===== config.mk =====
export PLATFORM = sky130hd
export DESIGN_NAME = dual_path_xcvr
export DESIGN_NICKNAME = d
export VERILOG_FILES = /design/src/rtl/xcvr_pkg.sv /design/src/rtl/xcvr_edge_sync.sv /design/src/rtl/xcvr_store.sv /design/src/rtl/xcvr_half.sv /design/src/rtl/dual_path_xcvr.sv
export SDC_FILE = /design/constraint.sdc
export NUM_CORES = 1
export LEC_CHECK = 0
export ABC_AREA = 1
export BUFFER_PORTS_ARGS = -buffer_cell sky130_fd_sc_hd__buf_2
export CORE_MARGIN = 3
export CORE_UTILIZATION = 35
export DETAILED_ROUTE_END_ITERATION = 10
export HOLD_SLACK_MARGIN = 0.03
export PLACE_DENSITY = 0.63
export SETUP_SLACK_MARGIN = 0.02
export SLEW_MARGIN = 25
export SYNTH_ARGS = -nofsm -noshare
export SYNTH_HDL_FRONTEND = slang
export SYNTH_SLANG_ARGS = --single-unit

===== constraint.sdc =====
create_clock -name clk -period 1.2 [get_ports clk]
set_input_delay 0.18 -clock clk [delete_from_list [all_inputs] [get_ports clk]]
set_output_delay 0.18 -clock clk [all_outputs]
set_load 0.01 [all_outputs]

===== src/rtl/xcvr_pkg.sv =====
// Shared types for the dual-direction transceiver.
package xcvr_pkg;
    // Behaviour of a storage element on one sample cycle
    typedef enum logic [1:0] {
        ST_HOLD    = 2'd0,
        ST_FOLLOW  = 2'd1,
        ST_CAPTURE = 2'd2
    } store_mode_e;
endpackage


===== src/rtl/xcvr_edge_sync.sv =====
// Samples a direction clock input twice and flags its rising edge.
// Assumes: the input changes slowly relative to clk. During reset both
// stages load the live input, so no edge is seen on reset release.
module xcvr_edge_sync (
    input  logic clk,
    input  logic rst_n,
    input  logic ck_in,
    output logic rise_o
);
    logic stage1, stage2;

    // Two-stage sample; reset pre-loads the current level in both stages
    always_ff @(posedge clk) begin
        if (!rst_n) begin
            stage1 <= ck_in;
            stage2 <= ck_in;
        end else begin
            stage1 <= ck_in;
            stage2 <= stage1;
        end
    end

    // Edge flag: newer sample high, older sample low
    always_comb rise_o = stage1 & ~stage2;


    edge_single_chk: assert property (@(posedge clk) disable iff (!rst_n)
        rise_o |=> !rise_o);
endmodule


===== src/rtl/xcvr_store.sv =====
// One direction's storage: follows din while le is high, loads din on a
// detected clock rise while le is low, and otherwise holds.
// Assumes: rise is a single-cycle pulse from xcvr_edge_sync.
module xcvr_store #(
    parameter int WIDTH = 18
) (
    input  logic             clk,
    input  logic             rst_n,
    input  logic             le,
    input  logic             rise,
    input  logic [WIDTH-1:0] din,
    output logic [WIDTH-1:0] q
);
    import xcvr_pkg::*;

    store_mode_e mode;

    // Mode select: latch enable has priority over a clock edge
    always_comb begin
        if (le)        mode = ST_FOLLOW;
        else if (rise) mode = ST_CAPTURE;
        else           mode = ST_HOLD;
    end

    // Storage update
    always_ff @(posedge clk) begin
        if (!rst_n) begin
            q <= '0;
        end else begin
            case (mode)
                ST_FOLLOW, ST_CAPTURE: q <= din;
                default:               q <= q;
            endcase
        end
    end


    reset_clear_chk: assert property (@(posedge clk)
        !rst_n |=> q == '0);

    follow_chk: assert property (@(posedge clk) disable iff (!rst_n)
        le |=> q == $past(din));

    hold_chk: assert property (@(posedge clk) disable iff (!rst_n)
        (!le && !rise) |=> q == $past(q));

    capture_chk: assert property (@(posedge clk) disable iff (!rst_n)
        rise |=> q == $past(din));
endmodule


===== src/rtl/xcvr_half.sv =====
// One independent half: an A-to-B and a B-to-A path, each with its own
// edge sampler and storage, plus per-bit drive enables.
// Assumes: the A-to-B enable is active high and the B-to-A enable active low.
module xcvr_half #(
    parameter int WIDTH = 18
) (
    input  logic             clk,
    input  logic             rst_n,
    input  logic [WIDTH-1:0] a_in,
    input  logic [WIDTH-1:0] b_in,
    input  logic             fwd_oe,
    input  logic             fwd_le,
    input  logic             fwd_ck,
    input  logic             rev_oe_n,
    input  logic             rev_le,
    input  logic             rev_ck,
    output logic [WIDTH-1:0] b_out,
    output logic [WIDTH-1:0] b_oe,
    output logic [WIDTH-1:0] a_out,
    output logic [WIDTH-1:0] a_oe
);
    logic fwd_rise, rev_rise;

    xcvr_edge_sync i_fwd_sync (.clk(clk), .rst_n(rst_n), .ck_in(fwd_ck), .rise_o(fwd_rise));
    xcvr_edge_sync i_rev_sync (.clk(clk), .rst_n(rst_n), .ck_in(rev_ck), .rise_o(rev_rise));

    xcvr_store #(.WIDTH(WIDTH)) i_fwd_store (
        .clk(clk), .rst_n(rst_n), .le(fwd_le), .rise(fwd_rise), .din(a_in), .q(b_out));
    xcvr_store #(.WIDTH(WIDTH)) i_rev_store (
        .clk(clk), .rst_n(rst_n), .le(rev_le), .rise(rev_rise), .din(b_in), .q(a_out));

    // Drive enables with opposite polarity per direction
    always_comb begin
        b_oe = {WIDTH{fwd_oe}};
        a_oe = {WIDTH{~rev_oe_n}};
    end
endmodule


===== src/rtl/dual_path_xcvr.sv =====
// Top: HALVES independent transceiver halves of WIDTH bits each.
// Assumes: half h owns bits h*WIDTH +: WIDTH of every data vector.
module dual_path_xcvr #(
    parameter int HALVES = 2,
    parameter int WIDTH  = 18,
    localparam int BUS   = HALVES * WIDTH
) (
    input  logic              clk,
    input  logic              rst_n,
    input  logic [BUS-1:0]    a_in,
    input  logic [BUS-1:0]    b_in,
    input  logic [HALVES-1:0] fwd_oe,
    input  logic [HALVES-1:0] fwd_le,
    input  logic [HALVES-1:0] fwd_ck,
    input  logic [HALVES-1:0] rev_oe_n,
    input  logic [HALVES-1:0] rev_le,
    input  logic [HALVES-1:0] rev_ck,
    output logic [BUS-1:0]    b_out,
    output logic [BUS-1:0]    b_oe,
    output logic [BUS-1:0]    a_out,
    output logic [BUS-1:0]    a_oe
);
    // One half per control set
    for (genvar h = 0; h < HALVES; h++) begin : g_half
        xcvr_half #(.WIDTH(WIDTH)) i_half (
            .clk      (clk),
            .rst_n    (rst_n),
            .a_in     (a_in[h*WIDTH +: WIDTH]),
            .b_in     (b_in[h*WIDTH +: WIDTH]),
            .fwd_oe   (fwd_oe[h]),
            .fwd_le   (fwd_le[h]),
            .fwd_ck   (fwd_ck[h]),
            .rev_oe_n (rev_oe_n[h]),
            .rev_le   (rev_le[h]),
            .rev_ck   (rev_ck[h]),
            .b_out    (b_out[h*WIDTH +: WIDTH]),
            .b_oe     (b_oe[h*WIDTH +: WIDTH]),
            .a_out    (a_out[h*WIDTH +: WIDTH]),
            .a_oe     (a_oe[h*WIDTH +: WIDTH])
        );
    end
endmodule


==> results.yml <==
critical_path:
  critical_path_buf_inv_count: 1
  worstPathCellList: "inv_1 -> nand2_4 -> nand3_1 -> nand2_1 -> nor2_1"
  max_stage_delay_ns: 0.31
  cpMaxStageDelayCell: "dfxtp_1"
  critPathTopFamily: "simple AND/OR/NAND/NOR gates"
  critical_path_class: "register to register"
  crit_path_max_fanout: 36
  crit_arrival_ns: 1.23
  cp.depth: 5
  startpoint_type: "register"
  cp.required_ns: 1.42
  end_kind: "register"
  r2r_cells: 5
power:
  vdd_drop_max_mv: 0.735
  p_per_area_mw_per_mm2: 1460
  p_int_w: 0.00523
  p_leak_nw: 2.67
  p_comb_frac: 0.173
  p_switching_w: 0.00191
  switching_share: 0.268
  p_clk_frac: 0.411
  seqPwrFrac: 0.416
detailed_routing:
  dr.pass1.iters: 4
  drc_errors: 0
  postRouteAntennaNets: 0
  num_vias: 3633
  routed_wl_microns: 9340
  drt_iter0_markers: 119
  vias_per_cell: 4.44
  wl_per_cell_microns: 11.4
finish:
  register_area_sq_mm: 0.00160
  diodes: 0
  drive_gt1_frac: 0.331
  multi_input_area_sq_mm: 0.00135
  stdcell_count: 819
  finish.net_count: 760
  fill_cells: 1120
  syn_to_final_growth_pct: 22.2
synthesis:
  syn_inst: 560
  synth_nets: 646
  synth_compound_area_frac: 0.0901
  synthDistinctLibCells: 14
  synth_top_family_by_area: "buffers and inverters"
  synth_fa_ha_area_frac: 0
  synth.top_cell.area_share: 0.401
  synth_xor_area_frac: 0
  ys_ff_latch: 80
  yosys.area.top_type: "dfxtp_1"
  yosysSeqAreaShare: 0.401
  yosys.area_share.simple: 0.235
  syn_area_sq_mm: 0.00400
  synth-warning-count: 0
  avgSynthCellArea_sq_um: 7.14
  synthMuxAreaShare: 0.0113
  synthTopCellsByArea: "dfxtp_1 (40%), buf_4 (15%), a21oi_1 (9.0%)"
outcome:
  outcome: "complete, no violations"
clock_tree:
  h-tree-depth: 3
  cts_resized: 0
  cts_tree: "yes"
  postCtsHoldBufs: 4
  cts_max_path_buffers: 2
  clkSinkCount: 80
  clk_latency_ns: 0.33
  cts_buffers: 9
  cts_setup_buffers: 0
  cts.clk_slew.worst_paths_ns: 0.06
  cts-root-buf: "clkbuf_16"
sta:
  fin_setup_tns_ns: 0
  setup_viol: 0
  slew_viol_final: 0
  fin_crit_ns: 1.00
  finClkSkew_ns: 0.00537
  hold_viol: 0
  fin_crit_sh: 0.835
  rsz0062_at_grt: "no"
  max_freq_mhz: 998
  tightest_slew_ns: 0.379
  setup_slack_ns: 0.198
  slew_headroom: 0.747
global_route:
  gr-total-overflow: 0
  grt_max_degree: 37
  grt_pass1_wl_microns: 15000
  grt_pass1_vias: 3274
  antenna_found_initial: 0
  track_usage: 0.142
floorplan:
  die_w_microns: 113
  row_count: 38
  initial_utilization: 0.364
  die_height_microns: 113
  core_area_sq_mm: 0.0110
  dieArea_sq_mm: 0.0127
  io_pins: 230
place:
  port_buffers: 191
  routabilityCongestion: 0.780
  post-place-ws_ns: 0.185
  placedCellCount: 799
  hpwl_microns: 6810
worst_hold_path:
  holdPathStages: 3
  hold_path_class: "primary input to register"
flow_run:
  max_cap_violations: 0
==> path summary, 6_finish.rpt <==
path / startpoint / endpoint / slack (ns)
setup reg to reg: g_half[0].i_half.i_fwd_sync.stage2$_DFF_P_ / g_half[0].i_half.i_fwd_store.q[6]$_SDFFE_PN0P_ / 0.20
hold / removal: b_in[32] / g_half[1].i_half.i_rev_store.q[14]$_SDFFE_PN0P_ / 0.07
setup / recovery: g_half[0].i_half.i_fwd_sync.stage2$_DFF_P_ / g_half[0].i_half.i_fwd_store.q[6]$_SDFFE_PN0P_ / 0.20
hold reg to reg: g_half[1].i_half.i_rev_sync.stage1$_DFF_P_ / g_half[1].i_half.i_rev_sync.stage2$_DFF_P_ / 0.49
==> cell usage in the layout, fill, tap and decap left out, types with 2 or more instances in the layout <==
master,instances
bufinv_16,2
clkinv_2,2
buf_2,191
nand2_4,3
nand2_1,72
inv_1,78
buf_12,5
mux2_1,4
dlygate4sd3_1,4
inv_2,4
nor2_1,72
a21oi_1,72
dfxtp_1,80
buf_4,5
clkbuf_16,9
nand3_1,72
==> cell type report <==
class / instances / area share
Clock buffer: 9 / 0.0461
Timing Repair Buffer: 205 / 0.232
Clock inverter: 7 / 0.0195
Multi-Input combinational cell: 296 / 0.276
Inverter: 82 / 0.0630
Tap cell: 140 / 0.0359
Sequential cell: 80 / 0.328
==> worst min-delay path: stages <==
cell and delay (ns):
buf_2 0.07, a21oi_1 0.03, nor2_1 0.08
==> per-layer routing <==
layer,vias up,routed length [microns],track usage
li1,1891,-,-
met1,1571,3750,0.160
met2,159,4420,0.239
met3,12,1050,0.0604
met4,0,124,0.0505
met5,-,0,0
==> cell families (layout without fill, tap and decap cells) <==
kind of cell	count (synthesis)	after routing
simple gates	220	220
buf+inv	184	303
compound gates	72	72
mux	4	4
flops	80	80
==> state kept, by name, summed over array words and instances (netlist names) <==
signal / cells
g_half.i_half.i_fwd_sync.stage2: 2
g_half.i_half.i_rev_sync.stage2: 2
g_half.i_half.i_rev_store.q: 36
g_half.i_half.i_fwd_sync.stage1: 2
g_half.i_half.i_rev_sync.stage1: 2
g_half.i_half.i_fwd_store.q: 36
==> power by group through the flow <==
stage	Sequential, W	Clock [W]	Combinational, W
after floorplan	0.00312	0	0.000856
after global placement	0.00303	0	0.00121
after detailed placement	0.00304	0	0.00124
after CTS	0.00298	0.00304	0.00125
after global routing	0.00300	0.00316	0.00139
final	0.00297	0.00294	0.00123
==> Yosys cell counts (all sizes together) <==
master,instances
a21oi,72
mux2,4
inv,82
nand3,72
nor2,72
dfxtp,80
clkbuf,1
nand2,76
buf,101
==> per-stage QoR <==
| step | power, W | utilization | instance area, sq um | hold WS, ns |
|---|---|---|---|---|
| after global placement | 0.00424 | 0.412 | 4520 | 0.296 |
| after global routing | 0.00755 | 0.445 | 4880 | 0.0654 |
| after detailed placement | 0.00427 | 0.412 | 4520 | 0.298 |
| after floorplan | 0.00398 | - | 4000 | 0.208 |
| after CTS | 0.00727 | 0.445 | 4880 | 0.0520 |
| final | 0.00715 | 0.445 | 4880 | 0.0673 |
No activity file was read; power rests on OpenSTA's default activity.
